### config.mk
export PLATFORM = sky130hd
export DESIGN_NAME = shadow_bank
export DESIGN_NICKNAME = d
export VERILOG_FILES = /design/src/rtl/shadow_bank_pkg.sv /design/src/rtl/shadow_bank_ctrl.sv /design/src/rtl/shadow_bank_dp.sv /design/src/rtl/shadow_bank.sv
export SDC_FILE = /design/constraint.sdc
export NUM_CORES = 1
export LEC_CHECK = 0
export ABC_AREA = 1
export BUFFER_PORTS_ARGS = -buffer_cell sky130_fd_sc_hd__buf_2
export CAP_MARGIN = 20
export CORE_MARGIN = 5
export CORE_UTILIZATION = 29
export CTS_CLUSTER_SIZE = 30
export DETAILED_ROUTE_END_ITERATION = 8
export PLACE_DENSITY_LB_ADDON = 0.3
export SLEW_MARGIN = 25
export SYNTH_ARGS = -nofsm -noshare
export SYNTH_HDL_FRONTEND = slang
export SYNTH_SLANG_ARGS = --single-unit
### constraint.sdc
create_clock -name clk -period 2.38 [get_ports clk]
set_input_delay 0.476 -clock clk [delete_from_list [all_inputs] [get_ports clk]]
set_output_delay 0.476 -clock clk [all_outputs]
set_load 0.01 [all_outputs]
### src/rtl/shadow_bank_pkg.sv
package shadow_bank_pkg;

  // Strobes handed from the control unit to the register datapath
  typedef struct packed {
    logic bufWrite;   // store bus data into a buffered register
    logic actWrite;   // store bus data straight into an unbuffered register
    logic doUpdate;   // copy all buffered registers to their active copies
  } bankStrobes_t;

endpackage

### src/rtl/shadow_bank_ctrl.sv
module shadow_bank_ctrl
  import shadow_bank_pkg::*;
#(
  parameter int ADDR_W = 4,
  parameter int UPD_ADDR = 5,
  parameter int SYNC_STAGES = 2,
  parameter logic [(1<<ADDR_W)-1:0] EFF_MASK = '0
) (
  input  logic              clk,
  input  logic              rstN,
  input  logic              wrEn,
  input  logic [ADDR_W-1:0] wrAddr,
  input  logic              updBit,
  input  logic              extUpdate,
  output bankStrobes_t      strb
);

  logic [SYNC_STAGES-1:0] syncQ;
  logic                   prevQ;
  logic                   extPulse;
  logic                   isUpdAddr;

  always_ff @(posedge clk) begin
    if (!rstN) begin
      syncQ <= '0;
      prevQ <= 1'b0;
    end else begin
      syncQ <= {syncQ[SYNC_STAGES-2:0], extUpdate};
      prevQ <= syncQ[SYNC_STAGES-1];
    end
  end

  assign extPulse  = syncQ[SYNC_STAGES-1] & ~prevQ;
  assign isUpdAddr = (wrAddr == ADDR_W'(UPD_ADDR));

  always_comb begin
    strb.bufWrite = wrEn && !isUpdAddr && EFF_MASK[wrAddr];
    strb.actWrite = wrEn && !isUpdAddr && !EFF_MASK[wrAddr];
    strb.doUpdate = (wrEn && isUpdAddr && updBit) || extPulse;
  end

endmodule

### src/rtl/shadow_bank_dp.sv
module shadow_bank_dp
  import shadow_bank_pkg::*;
#(
  parameter int ADDR_W = 4,
  parameter int DATA_W = 8,
  parameter int SEL_ADDR = 4,
  parameter int UPD_ADDR = 5,
  parameter logic [(1<<ADDR_W)-1:0] EFF_MASK = '0,
  localparam int NUM_REGS = 1 << ADDR_W
) (
  input  logic                       clk,
  input  logic                       rstN,
  input  bankStrobes_t               strb,
  input  logic [ADDR_W-1:0]          wrAddr,
  input  logic [DATA_W-1:0]          wrData,
  input  logic [ADDR_W-1:0]          rdAddr,
  output logic [DATA_W-1:0]          rdData,
  output logic [NUM_REGS*DATA_W-1:0] activeRegs
);

  logic [NUM_REGS-1:0][DATA_W-1:0] bufArr;
  logic [NUM_REGS-1:0][DATA_W-1:0] actArr;
  logic                            selActive;

  for (genvar i = 0; i < NUM_REGS; i++) begin : g_reg
    if (i == UPD_ADDR) begin : g_trigger
      // Self-clearing trigger: nothing is kept
      assign bufArr[i] = '0;
      assign actArr[i] = '0;
    end else if (EFF_MASK[i]) begin : g_buffered
      logic [DATA_W-1:0] bufQ;
      logic [DATA_W-1:0] actQ;
      always_ff @(posedge clk) begin
        if (!rstN) begin
          bufQ <= '0;
          actQ <= '0;
        end else begin
          if (strb.bufWrite && wrAddr == ADDR_W'(i)) bufQ <= wrData;
          if (strb.doUpdate) actQ <= bufQ;
        end
      end
      assign bufArr[i] = bufQ;
      assign actArr[i] = actQ;
    end else begin : g_direct
      logic [DATA_W-1:0] regQ;
      always_ff @(posedge clk) begin
        if (!rstN) regQ <= '0;
        else if (strb.actWrite && wrAddr == ADDR_W'(i)) regQ <= wrData;
      end
      assign bufArr[i] = regQ;
      assign actArr[i] = regQ;
    end
    assign activeRegs[i*DATA_W +: DATA_W] = actArr[i];
  end

  assign selActive = actArr[SEL_ADDR][0];

  always_comb begin
    if (selActive || !EFF_MASK[rdAddr]) rdData = actArr[rdAddr];
    else                                rdData = bufArr[rdAddr];
  end

endmodule

### src/rtl/shadow_bank.sv
module shadow_bank
  import shadow_bank_pkg::*;
#(
  parameter int ADDR_W = 4,
  parameter int DATA_W = 8,
  parameter int SEL_ADDR = 4,
  parameter int UPD_ADDR = 5,
  parameter int SYNC_STAGES = 2,
  parameter logic [(1<<ADDR_W)-1:0] BUF_MASK = 16'h3FCF,
  localparam int NUM_REGS = 1 << ADDR_W,
  localparam logic [NUM_REGS-1:0] EFF_MASK =
    BUF_MASK & ~(NUM_REGS'(1) << SEL_ADDR) & ~(NUM_REGS'(1) << UPD_ADDR)
) (
  input  logic                       clk,
  input  logic                       rstN,
  input  logic                       wrEn,
  input  logic [ADDR_W-1:0]          wrAddr,
  input  logic [DATA_W-1:0]          wrData,
  input  logic [ADDR_W-1:0]          rdAddr,
  output logic [DATA_W-1:0]          rdData,
  input  logic                       extUpdate,
  output logic [NUM_REGS*DATA_W-1:0] activeRegs
);

  bankStrobes_t strb;

  shadow_bank_ctrl #(
    .ADDR_W(ADDR_W), .UPD_ADDR(UPD_ADDR),
    .SYNC_STAGES(SYNC_STAGES), .EFF_MASK(EFF_MASK)
  ) i_ctrl (
    .clk(clk), .rstN(rstN), .wrEn(wrEn), .wrAddr(wrAddr),
    .updBit(wrData[0]), .extUpdate(extUpdate), .strb(strb)
  );

  shadow_bank_dp #(
    .ADDR_W(ADDR_W), .DATA_W(DATA_W), .SEL_ADDR(SEL_ADDR),
    .UPD_ADDR(UPD_ADDR), .EFF_MASK(EFF_MASK)
  ) i_dp (
    .clk(clk), .rstN(rstN), .strb(strb), .wrAddr(wrAddr),
    .wrData(wrData), .rdAddr(rdAddr), .rdData(rdData),
    .activeRegs(activeRegs)
  );

endmodule

==> results of run 1 <==
synthesized netlist by cell type:
cell type	n	area share (%)
sky130_fd_sc_hd__a21oi_1	192	9.4
sky130_fd_sc_hd__a31oi_4	1	0.21
sky130_fd_sc_hd__buf_1	9	0.33
sky130_fd_sc_hd__buf_2	50	2.4
sky130_fd_sc_hd__buf_4	15	1.1
sky130_fd_sc_hd__clkbuf_1	51	1.9
sky130_fd_sc_hd__clkinv_1	1	0.037
sky130_fd_sc_hd__conb_1	1	0.037
sky130_fd_sc_hd__dfxtp_1	219	43
sky130_fd_sc_hd__inv_1	113	4.1
sky130_fd_sc_hd__inv_2	6	0.22
sky130_fd_sc_hd__nand2_1	436	16
sky130_fd_sc_hd__nand2_2	1	0.061
sky130_fd_sc_hd__nand3_1	226	11
sky130_fd_sc_hd__nand3_4	1	0.17
sky130_fd_sc_hd__nand4_1	1	0.061
sky130_fd_sc_hd__nand4_2	1	0.12
sky130_fd_sc_hd__nor2_1	70	2.6
sky130_fd_sc_hd__nor2_2	2	0.12
sky130_fd_sc_hd__nor3_1	1	0.049
sky130_fd_sc_hd__nor3_2	1	0.098
sky130_fd_sc_hd__o21ai_0	136	6.6
sky130_fd_sc_hd__o21ai_1	1	0.049
sky130_fd_sc_hd__or2_2	8	0.49
cell type report:
| type | count | area (sq um) |
|---|---|---|
| antenna | 1 | 2.50 |
| tap | 455 | 569 |
| clock buffer | 39 | 781 |
| multi-input combinational | 1086 | 4870 |
| timing repair buffer | 187 | 1320 |
| sequential | 219 | 4380 |
| clock inverter | 7 | 88.8 |
| fill | 3809 | 22200 |
| inverter | 120 | 453 |
critical path: stages:
cell	delay, ns
sky130_fd_sc_hd__buf_2	0.12
sky130_fd_sc_hd__buf_12	0.16
sky130_fd_sc_hd__buf_12	0.18
sky130_fd_sc_hd__nand2_1	0.12
sky130_fd_sc_hd__nand3_1	0.10
sky130_fd_sc_hd__nand2_1	0.09
sky130_fd_sc_hd__nand2_1	0.07
sky130_fd_sc_hd__nand3_1	0.07
sky130_fd_sc_hd__nand2_1	0.07
sky130_fd_sc_hd__nand2_1	0.05
sky130_fd_sc_hd__nand2_1	0.15
sky130_fd_sc_hd__buf_2	0.16
power groups by stage:
stage                     Sequential [mW]  Clock (mW)  Combinational [mW]
after global routing                 3.83        4.28                1.10
after floorplan                      3.90           0               0.566
final                                3.82        4.06                1.01
after detailed placement             3.90           0               0.969
after CTS                            3.82        4.12               0.972
after global placement               3.90           0               0.967
cells in the final DEF (no fill, tap or decap):
master,netlist,layout
sky130_fd_sc_hd__buf_2,50,145
sky130_fd_sc_hd__clkbuf_1,51,6
sky130_fd_sc_hd__a21oi_1,192,192
sky130_fd_sc_hd__inv_6,0,1
sky130_fd_sc_hd__o21ai_0,136,136
sky130_fd_sc_hd__nand3_2,0,3
sky130_fd_sc_hd__buf_4,15,21
sky130_fd_sc_hd__o21ai_1,1,1
sky130_fd_sc_hd__clkbuf_8,0,6
sky130_fd_sc_hd__buf_12,0,14
sky130_fd_sc_hd__conb_1,1,8
sky130_fd_sc_hd__nand2_1,436,434
sky130_fd_sc_hd__nor3_2,1,1
sky130_fd_sc_hd__nand4_2,1,1
sky130_fd_sc_hd__buf_6,0,2
sky130_fd_sc_hd__diode_2,0,1
sky130_fd_sc_hd__nand2_4,0,1
sky130_fd_sc_hd__nand3_4,1,1
sky130_fd_sc_hd__nor3_1,1,1
sky130_fd_sc_hd__inv_2,6,5
sky130_fd_sc_hd__bufinv_16,0,2
sky130_fd_sc_hd__nand3_1,226,223
sky130_fd_sc_hd__a31oi_4,1,1
sky130_fd_sc_hd__clkinv_1,1,1
sky130_fd_sc_hd__clkinv_2,0,4
sky130_fd_sc_hd__inv_1,113,113
sky130_fd_sc_hd__inv_4,0,1
sky130_fd_sc_hd__nand4_1,1,1
sky130_fd_sc_hd__clkbuf_16,0,30
sky130_fd_sc_hd__nor2_2,2,2
sky130_fd_sc_hd__dfxtp_1,219,219
sky130_fd_sc_hd__or2_2,8,8
sky130_fd_sc_hd__buf_16,0,2
sky130_fd_sc_hd__nor2_1,70,70
sky130_fd_sc_hd__nand2_2,1,2
registers in the layout (all words and copies together) (netlist names):
name,cells
i_ctrl.prevQ,1
i_dp.g.g_buffered.actQ,96
i_dp.g.g_buffered.bufQ,96
i_dp.g.g_direct.regQ,24
i_ctrl.syncQ,2
cell families (layout without fill, tap and decap cells):
logic type      Yosys count  in the layout  synth area share (%)
buf+inv                 245            353                  10.1
other cells               1              9                0.0366
simple gates            748            748                  30.8
flops                   219            219                  42.8
compound gates          330            330                  16.3
per-layer routing:
metal / vias up / global-route usage (%) / wire length, microns / share of wire, %
met1: 5057 / 27.9 / 18200 / 44
met2: 378 / 32.6 / 19100 / 46
met5: - / 0 / 0 / 0
li1: 5203 / - / - / -
met4: 0 / 4.92 / 1030 / 2.5
met3: 62 / 2.67 / 2890 / 7.0
final timing paths:
| kind | start | endpoint | slack, ns | depth (start not counted) |
|---|---|---|---|---|
| setup / recovery | rdAddr[1] | rdData[2] | 0.09 | 12 |
| setup reg to reg | i_ctrl.prevQ | i_dp.g_reg[11].g_buffered.actQ[3] | 0.89 | 5 |
| hold / removal | extUpdate | i_ctrl.syncQ[0] | 0.15 | 3 |
| hold reg to reg | i_ctrl.syncQ[0] | i_ctrl.syncQ[1] | 0.42 | 2 |
==> results_tabular.tex, run 1 <==
\begin{tabular}{lr}
\hline
Metric & Value \\
\hline
\multicolumn{2}{l}{\textbf{Status}} \\
Result of the run & finished clean \\
\multicolumn{2}{l}{\textbf{Pwr}} \\
Pwr Total & just under 9 mW \\
Maximum resistive drop on vdd & 550 uV \\
Switching component of the power & $\sim$2.4 mW \\
Internal power & around 6.5 mW \\
Switching Share & 26.5\% \\
Static leakage & around 5.5 nW \\
Combinational power share & 11.3\% \\
Share of power burned in registers & around 43\% \\
Pwr/cell area & 713 nW/um\^{}2 \\
Share of power burned in the clock network & between 40\% and 50\% \\
\multicolumn{2}{l}{\textbf{Routing}} \\
Via count & around 11000 \\
DRC violation count after routing & 0 \\
Vias per inst & roughly 5.1 \\
First DRT Iteration DRCs & between 900 and 1000 \\
Wire length after detailed routing & between 40000 and 50000 microns \\
First-pass DRT Iterations & 5 \\
Routed wire length per instance & 19.5 microns \\
Final ANT Viol Nets & 0 \\
\multicolumn{2}{l}{\textbf{Worst setup path}} \\
Setup crit end kind & output pin \\
Startpoint kind of the worst setup timing path & input port \\
CP Data Arrival Time & about 1.8 ns \\
Critical path class & input port to output pin \\
Worst-path fanout max & 25 \\
Crit path required time & approximately 1.9 ns \\
\multicolumn{2}{l}{\textbf{Placed design}} \\
Final GP Congestion & 0.949 \\
Final HPWL DP & 29000 microns \\
DP Cell Count & roughly 2100 \\
I/O Buffers & about 150 \\
Placement-stage cell area & 11500 sq um \\
DP Worst Slack & 0.100 ns \\
\multicolumn{2}{l}{\textbf{Timing}} \\
Min setup slack post-route & around 0.088 ns \\
Setup repair after global routing missed its margin & no \\
Portion of the clock cycle consumed by the worst path in the final layout & 96.3\% \\
Clock Skews & 0.0149 ns \\
Tightest slew margin relative to the limit & 48.5\% \\
Final-report max-slew violation count & 0 \\
Worst-margin pin slew & a little under 0.8 ns \\
Shortest clock period the worst path allows after layout & 2.29 ns \\
Maximum frequency from static timing analysis & roughly 440 MHz \\
Sum of negative setup slack & 0 ns \\
Worst Hold Margin & 0.151 ns \\
Finish-stage setup viols & 0 \\
Final number of hold-violating endpoints & 0 \\
\multicolumn{2}{l}{\textbf{Cells and area}} \\
Area growth from synthesis to layout & 21.7\% \\
Count of non-filler cells in the finished layout & between 2000 and 2500 \\
Utilization after layout & 35.9\% \\
Fraction of final layout cells with drive strength greater than 1 & approximately 15\% \\
Number of nets in the layout & between 1500 and 2000 \\
Final cell area excluding filler cells & between 10000 and 15000 sq um \\
\multicolumn{2}{l}{\textbf{Run}} \\
Max-cap violations & 0 \\
\multicolumn{2}{l}{\textbf{Die}} \\
Die Span Y & between 150 and 200 microns \\
Starting density of the core & $\sim$30\% \\
Site Rows & a little under 70 \\
Number of top-level pins & 156 \\
Core Box Area & $\sim$35000 sq um \\
Die footprint & around 39000 sq um \\
Die width & 198 microns \\
\multicolumn{2}{l}{\textbf{Clock network}} \\
Clock slew at reported path FFs & around 0.05 ns \\
Worst-Skew Late Latency & around 0.53 ns \\
Resize count post-CTS & 0 \\
TritonCTS clock tree & done \\
Clock root buffer & sky130\_fd\_sc\_hd\_\_clkbuf\_16 \\
Sinks on the clock net & around 220 \\
Number of H-tree levels & 1 \\
Number of buffers added by the clock tree synthesis step & 26 \\
Number of buffers inserted by post-CTS setup repair & 0 \\
Number of hold buffers added after cts & 0 \\
Number of buffers between clock root and the deepest sink & 3 \\
\multicolumn{2}{l}{\textbf{Yosys}} \\
Register bit total from synthesis & $\sim$220 \\
Per-instance average area after synthesis & between 6 and 7 sq um \\
Cell area after synthesis & slightly above 10000 sq um \\
Synth unique cells & 24 \\
Sequential area share after synthesis & 42.8\% \\
Post-synthesis instance total & roughly 1500 \\
Yosys Warn Count & 0 \\
\multicolumn{2}{l}{\textbf{Global routing}} \\
Wire length of the first global-routing pass & 60900 microns \\
All-Layer GR Usage & roughly 20\% \\
Vias in the first global route & 9903 \\
Number of antenna violations at the first check in global routing & 1 \\
Residual overflow from global routing & 0 \\
Maximum number of pins on one net before global-route repair & 86 \\
\multicolumn{2}{l}{\textbf{Min path}} \\
Min-Delay Path Class & input port to flop \\
\hline
\end{tabular}
Power figures use the tool's default switching activity.
==> inputs of run 2 (changes only) <==
- PLACE_DENSITY: default -> 0.45
- PLACE_DENSITY_LB_ADDON: 0.3 -> default
==> run 2 against run 1 <==
First-iteration DRC count decreased by 0.44%. Setup slack got worse by 0.033 ns. Clock power increased by 6.9%. Critical endpoint is now rdData[3]. Largest cell class unchanged. Largest power group unchanged. Highest routed layer is now met5.
==> results_tabular.tex, run 2 (synthesis results as in run 1) <==
\begin{tabular}{lr}
\hline
Metric & Value \\
\hline
\multicolumn{2}{l}{\textbf{Global routing}} \\
Met3 GRT Util & under 10\% \\
Maximum number of pins on one net before global-route repair & 80 \\
All-Layer GR Usage & 20.8\% \\
Number of antenna violations at the first check in global routing & 1 \\
GRT met1 Usage & between 20\% and 30\% \\
Vias in the first global route & roughly 9800 \\
Residual overflow from global routing & 0 \\
Met2 track demand over resource in global routing & about 33\% \\
Wire length of the first global-routing pass & 62700 microns \\
Grt peak-use layer & met2 \\
\multicolumn{2}{l}{\textbf{Run}} \\
Max-cap violations & 0 \\
\multicolumn{2}{l}{\textbf{Timing}} \\
Shortest clock period the worst path allows after layout & around 2.3 ns \\
Worst-margin pin slew & $\sim$0.73 ns \\
Maximum frequency from static timing analysis & approximately 430 MHz \\
Sum of negative setup slack & 0 ns \\
Final-report max-slew violation count & 0 \\
Finish-stage setup viols & 0 \\
Setup repair after global routing missed its margin & no \\
Clock Skews & around 0.018 ns \\
Portion of the clock cycle consumed by the worst path in the final layout & a little over nine tenths \\
Tightest slew margin relative to the limit & 51.2\% \\
Final number of hold-violating endpoints & 0 \\
\multicolumn{2}{l}{\textbf{Placed design}} \\
Final GP Congestion & between 0.8 and 0.9 \\
I/O Buffers & 147 \\
Placement-stage cell area & 11500 sq um \\
Final HPWL DP & about 30000 microns \\
\multicolumn{2}{l}{\textbf{Worst setup path}} \\
Crit path required time & $\sim$1.9 ns \\
Reg2Reg Depth & 4 \\
CP Data Arrival Time & approximately 1.9 ns \\
Cell type group with the largest total delay on the critical path & simple AND/OR/NAND/NOR gates \\
Chain of cells forming the critical path & nand2\_1 -> nand3\_1 -> nand2\_1 -> nand2\_1 -> nand3\_1 -> nand2\_1 -> nand2\_1 -> nand2\_1 -> buf\_2 \\
Logic depth of the worst setup path including buffers & 9 \\
Startpoint kind of the worst setup timing path & flop \\
Worst-path fanout max & 3 \\
Setup crit end kind & output pin \\
Cell with the largest stage delay on the worst path & sky130\_fd\_sc\_hd\_\_dfxtp\_1 \\
CP peak stage delay & 0.40 ns \\
Cell mode on critical path & sky130\_fd\_sc\_hd\_\_nand2\_1 \\
CP bufs+invs & 1 \\
Critical path class & flop to output pin \\
\multicolumn{2}{l}{\textbf{Min path}} \\
Min-Delay Path Class & input port to flop \\
Hold path depth & 3 \\
\multicolumn{2}{l}{\textbf{Cells and area}} \\
Number of inserted diodes & 0 \\
Top flop regs & i\_dp.g.g\_buffered.actQ: 96 flops, i\_dp.g.g\_buffered.bufQ: 96 flops, i\_dp.g.g\_direct.regQ: 24 flops \\
Fillers & approximately 3800 \\
Final cell area excluding filler cells & roughly 13000 sq um \\
Most common cell after layout, fill and taps aside & sky130\_fd\_sc\_hd\_\_nand2\_1 \\
Highest-count cells in the layout ignoring fill and taps & sky130\_fd\_sc\_hd\_\_nand2\_1, sky130\_fd\_sc\_hd\_\_nand3\_1, sky130\_fd\_sc\_hd\_\_dfxtp\_1, sky130\_fd\_sc\_hd\_\_a21oi\_1, sky130\_fd\_sc\_hd\_\_buf\_2 \\
Number of nets in the layout & 1664 \\
Storage element area & 4390 sq um \\
Area growth from synthesis to layout & 23.1\% \\
Footprint of the multi-input gates & 4870 sq um \\
Fraction of final layout cells with drive strength greater than 1 & $\sim$16\% \\
\multicolumn{2}{l}{\textbf{Routing}} \\
First DRT Iteration DRCs & between 900 and 1000 \\
First-pass DRT Iterations & 7 \\
Wire length after detailed routing & around 44000 microns \\
Final ANT Viol Nets & 0 \\
DRC violation count after routing & 0 \\
Vias per inst & $\sim$5 \\
Routed wire length per instance & roughly 21 microns \\
Via count & approximately 11000 \\
\multicolumn{2}{l}{\textbf{Clock network}} \\
Worst-Skew Late Latency & about 0.55 ns \\
Clock root buffer & sky130\_fd\_sc\_hd\_\_clkbuf\_16 \\
Number of buffers added by the clock tree synthesis step & 26 \\
TritonCTS clock tree & done \\
Number of H-tree levels & 1 \\
Clock slew at reported path FFs & 0.06 ns \\
Number of buffers between clock root and the deepest sink & 3 \\
Number of buffers inserted by post-CTS setup repair & 0 \\
Sinks on the clock net & 219 \\
\multicolumn{2}{l}{\textbf{Die}} \\
Core Box Area & about 35000 sq um \\
Starting density of the core & 29.5\% \\
Die footprint & 39200 sq um \\
Number of top-level pins & around 160 \\
Site Rows & a little under 70 \\
Die Span Y & $\sim$200 microns \\
Die width & between 150 and 200 microns \\
\multicolumn{2}{l}{\textbf{Pwr}} \\
Static leakage & between 5 and 6 nW \\
Maximum resistive drop on vdd & $\sim$560 uV \\
Pwr/cell area & $\sim$730 nW/um\^{}2 \\
\multicolumn{2}{l}{\textbf{Status}} \\
Result of the run & finished clean \\
\hline
\end{tabular}
-- run 2: final timing paths --
path,start,end,slack (ns)
max reg2reg,i_ctrl.syncQ[1],i_dp.g_reg[1].g_buffered.actQ[6],0.82
max,i_dp.g_reg[3].g_buffered.actQ[3],rdData[3],0.05
min reg2reg,i_ctrl.syncQ[0],i_ctrl.syncQ[1],0.41
min,extUpdate,i_ctrl.syncQ[0],0.12
-- run 2: worst register-to-register path, cell delays in order (launching register included) --
cell,delay (ns)
sky130_fd_sc_hd__dfxtp_1,0.40
sky130_fd_sc_hd__nand2_2,0.14
sky130_fd_sc_hd__buf_4,0.59
sky130_fd_sc_hd__nand3_1,0.18
sky130_fd_sc_hd__a21oi_1,0.19
-- run 2: through the flow --
stage	hold WS [ns]	utilization, %	cells	worst slack [ns]	total power [mW]
floorplan	0.390	-	1550	0.434	4.46
global placement	0.404	33.1	2065	0.0540	4.89
detailed placement	0.403	33.1	2065	0.0389	4.89
CTS	0.115	35.8	2113	0.0381	9.22
global route	0.126	36.3	2119	0.00615	9.52
finish	0.125	36.3	2119	0.0549	9.21
-- run 2: area by class of cell --
class	instances	area share, %
Tap cell	455	4.51
Inverter	120	3.65
Clock buffer	37	6.04
Clock inverter	11	1.37
Multi-Input combinational cell	1086	38.6
Sequential cell	219	34.8
Timing Repair Buffer	191	11.0
-- run 2: what timing repair did --
item                       CTS  global route
setup endpoints to repair    0             6
gates resized for setup      0            18
hold buffers                 0             0
-- run 2: power breakdown --
group | internal [mW] | total, mW | switching, mW
clock | 2.66 | 4.34 | 1.68
combinational | 0.328 | 1.05 | 0.718
sequential | 3.75 | 3.82 | 0.0717
-- run 2: layer usage --
metal / routed length [microns] / share of wire (%)
met3: 2750 / 6.3
met1: 20200 / 46
met4: 1020 / 2.3
met5: 7 / 0.016
met2: 20000 / 46
==> inputs of run 3 (changes only) <==
- CORE_UTILIZATION: 29 -> 60
- PLACE_DENSITY: 0.45 -> 0.83
==> run 3 against run 2 <==
Critical path type is now input port to output pin. Non-clock buffer count is 9 lower. Highest routed layer is now met4. Critical path depth is 3 higher. Via count is 3.4% higher. Setup slack better by 0.011 ns. Utilization is 35 points higher. Fmax is 0.49% higher. Clock skew shrank 0.0047 ns. Register-to-register slack improved by 0.10 ns. Sequential share of layout area is 1.9 points higher. Sequential cell count did not move. Final cell count fell by 12%.
==> results_tabular.tex, run 3 (synthesis results as in run 1) <==
\begin{tabular}{lr}
\hline
Metric & Value \\
\hline
\multicolumn{2}{l}{\textbf{Min path}} \\
Min-Delay Path Class & input port to flop \\
Worst min-delay path endpoint & i\_ctrl.syncQ[0] \\
Hold path depth & 3 \\
Hold path startpoint & extUpdate \\
\multicolumn{2}{l}{\textbf{Run}} \\
Max-cap violations & 0 \\
\multicolumn{2}{l}{\textbf{Clock network}} \\
Sinks on the clock net & around 220 \\
Number of hold buffers added after cts & 0 \\
Number of buffers added by the clock tree synthesis step & 23 \\
TritonCTS clock tree & done \\
Number of H-tree levels & 1 \\
Worst-Skew Late Latency & roughly 0.50 ns \\
Resize count post-CTS & 0 \\
Clock root buffer & sky130\_fd\_sc\_hd\_\_clkbuf\_16 \\
Number of buffers inserted by post-CTS setup repair & 0 \\
Number of buffers between clock root and the deepest sink & 3 \\
Clock slew at reported path FFs & 0.06 ns \\
\multicolumn{2}{l}{\textbf{Timing}} \\
Tightest slew margin relative to the limit & about half \\
Final-report max-slew violation count & 0 \\
Shortest clock period the worst path allows after layout & between 2 and 2.5 ns \\
Worst-margin pin slew & 0.720 ns \\
Maximum frequency from static timing analysis & $\sim$430 MHz \\
Finish-stage setup viols & 0 \\
Final number of hold-violating endpoints & 0 \\
Sum of negative setup slack & 0 ns \\
Setup repair after global routing missed its margin & no \\
Portion of the clock cycle consumed by the worst path in the final layout & a little over nine tenths \\
Clock Skews & 0.0135 ns \\
\multicolumn{2}{l}{\textbf{Global routing}} \\
Maximum number of pins on one net before global-route repair & 76 \\
Wire length of the first global-routing pass & between 50000 and 60000 microns \\
GRT met1 Usage & between 40\% and 50\% \\
Number of antenna violations at the first check in global routing & 0 \\
Residual overflow from global routing & 0 \\
Grt peak-use layer & met2 \\
Met3 GRT Util & 6.74\% \\
Met2 track demand over resource in global routing & 53.2\% \\
All-Layer GR Usage & 34.2\% \\
Vias in the first global route & roughly 10000 \\
\multicolumn{2}{l}{\textbf{Placed design}} \\
Placement-stage cell area & about 11000 sq um \\
Final GP Congestion & 1.02 \\
Final HPWL DP & between 20000 and 25000 microns \\
I/O Buffers & around 150 \\
\multicolumn{2}{l}{\textbf{Die}} \\
Core Box Area & around 17000 sq um \\
Starting density of the core & between 60\% and 70\% \\
Die footprint & 19800 sq um \\
Site Rows & 47 \\
Number of top-level pins & roughly 160 \\
Die Span Y & approximately 140 microns \\
Die width & 141 microns \\
\multicolumn{2}{l}{\textbf{Cells and area}} \\
Highest-count cells in the layout ignoring fill and taps & sky130\_fd\_sc\_hd\_\_nand2\_1, sky130\_fd\_sc\_hd\_\_nand3\_1, sky130\_fd\_sc\_hd\_\_dfxtp\_1, sky130\_fd\_sc\_hd\_\_a21oi\_1, sky130\_fd\_sc\_hd\_\_buf\_2 \\
Most common cell after layout, fill and taps aside & sky130\_fd\_sc\_hd\_\_nand2\_1 \\
Number of nets in the layout & 1652 \\
Number of inserted diodes & 0 \\
Fillers & roughly 1400 \\
Footprint of the multi-input gates & 4860 sq um \\
Top flop regs & i\_dp.g.g\_buffered.actQ: 96 flops, i\_dp.g.g\_buffered.bufQ: 96 flops, i\_dp.g.g\_direct.regQ: 24 flops \\
Final cell area excluding filler cells & approximately 12000 sq um \\
Area growth from synthesis to layout & 16.4\% \\
Storage element area & 4380 sq um \\
Fraction of final layout cells with drive strength greater than 1 & about 15\% \\
\multicolumn{2}{l}{\textbf{Routing}} \\
Vias per inst & 5.93 \\
Final ANT Viol Nets & 0 \\
DRC violation count after routing & 0 \\
First-pass DRT Iterations & 6 \\
Routed wire length per instance & roughly 19 microns \\
Via count & roughly 11000 \\
Wire length after detailed routing & 35500 microns \\
First DRT Iteration DRCs & 1551 \\
\multicolumn{2}{l}{\textbf{Pwr}} \\
Maximum resistive drop on vdd & 605 uV \\
Pwr/cell area & approximately 730 nW/um\^{}2 \\
Static leakage & roughly 5.4 nW \\
\multicolumn{2}{l}{\textbf{Status}} \\
Result of the run & finished clean \\
\multicolumn{2}{l}{\textbf{Worst setup path}} \\
Setup crit end kind & output pin \\
Reg2Reg Capture Point & i\_dp.g\_reg[6].g\_buffered.actQ[4] \\
Crit path required time & $\sim$1.9 ns \\
Startpoint kind of the worst setup timing path & input port \\
Critical path class & input port to output pin \\
Startpoint of the lowest-slack register-to-register path & i\_ctrl.prevQ \\
Worst-path fanout max & 17 \\
Worst reg2reg setup slack & about 0.9 ns \\
Reg2Reg Depth & 5 \\
CP Data Arrival Time & between 1.5 and 2 ns \\
\hline
\end{tabular}
run 3: cell type report:
| cell class | instances | area share (%) |
|---|---|---|
| multi-input cells | 1086 | 40.7 |
| clock buffers | 28 | 5.24 |
| well taps | 220 | 2.31 |
| repair buffers | 182 | 9.57 |
| clock inverters | 11 | 1.64 |
| flip-flops and latches | 219 | 36.8 |
| inverters | 120 | 3.78 |
run 3: metal layers:
metal / up-vias / routed length, microns
met5: - / 0
met4: 0 / 1840
met3: 135 / 4120
met2: 755 / 15600
met1: 5009 / 13900
li1: 5159 / -
run 3: worst max path at each step:
| stage | start | end | slack [ns] |
|---|---|---|---|
| floorplan | rdAddr[1] | rdData[3] | 0.43 |
| global placement | rdAddr[0] | rdData[0] | 0.14 |
| detailed placement | rdAddr[0] | rdData[5] | 0.13 |
| CTS | rdAddr[0] | rdData[5] | 0.13 |
| global route | rdAddr[0] | rdData[1] | 0.02 |
| finish | rdAddr[0] | rdData[3] | 0.07 |
run 3: critical path, stage by stage:
cell and delay (ns):
sky130_fd_sc_hd__buf_4 0.17, sky130_fd_sc_hd__buf_4 0.28, sky130_fd_sc_hd__buf_4 0.17, sky130_fd_sc_hd__nand2_1 0.05, sky130_fd_sc_hd__nand3_1 0.09, sky130_fd_sc_hd__nand2_1 0.06, sky130_fd_sc_hd__nand2_1 0.08, sky130_fd_sc_hd__nand3_1 0.08
sky130_fd_sc_hd__nand2_1 0.08, sky130_fd_sc_hd__nand2_1 0.05, sky130_fd_sc_hd__nand2_1 0.10, sky130_fd_sc_hd__buf_2 0.14
run 3: power by group:
group / leakage, nW / switching [mW] / total [mW] / internal, mW
registers: 1.77 / 0.0686 / 3.82 / 3.75
logic: 3.25 / 0.651 / 0.939 / 0.288
clock network: 0.397 / 1.51 / 3.93 / 2.41
total: 5.42 / 2.23 / 8.68 / 6.45
run 3: per-stage QoR:
step	utilization [%]	power, mW	hold WS (ns)	worst slack (ns)	cells
2_1_floorplan	-	4.46	0.390	0.434	1550
3_3_place_gp	66.7	4.80	0.400	0.139	1827
3_5_place_dp	66.7	4.80	0.411	0.132	1827
4_1_cts	71.7	8.66	0.143	0.129	1866
5_1_grt	71.7	8.92	0.172	0.0240	1866
6_report	71.7	8.68	0.158	0.0662	1866
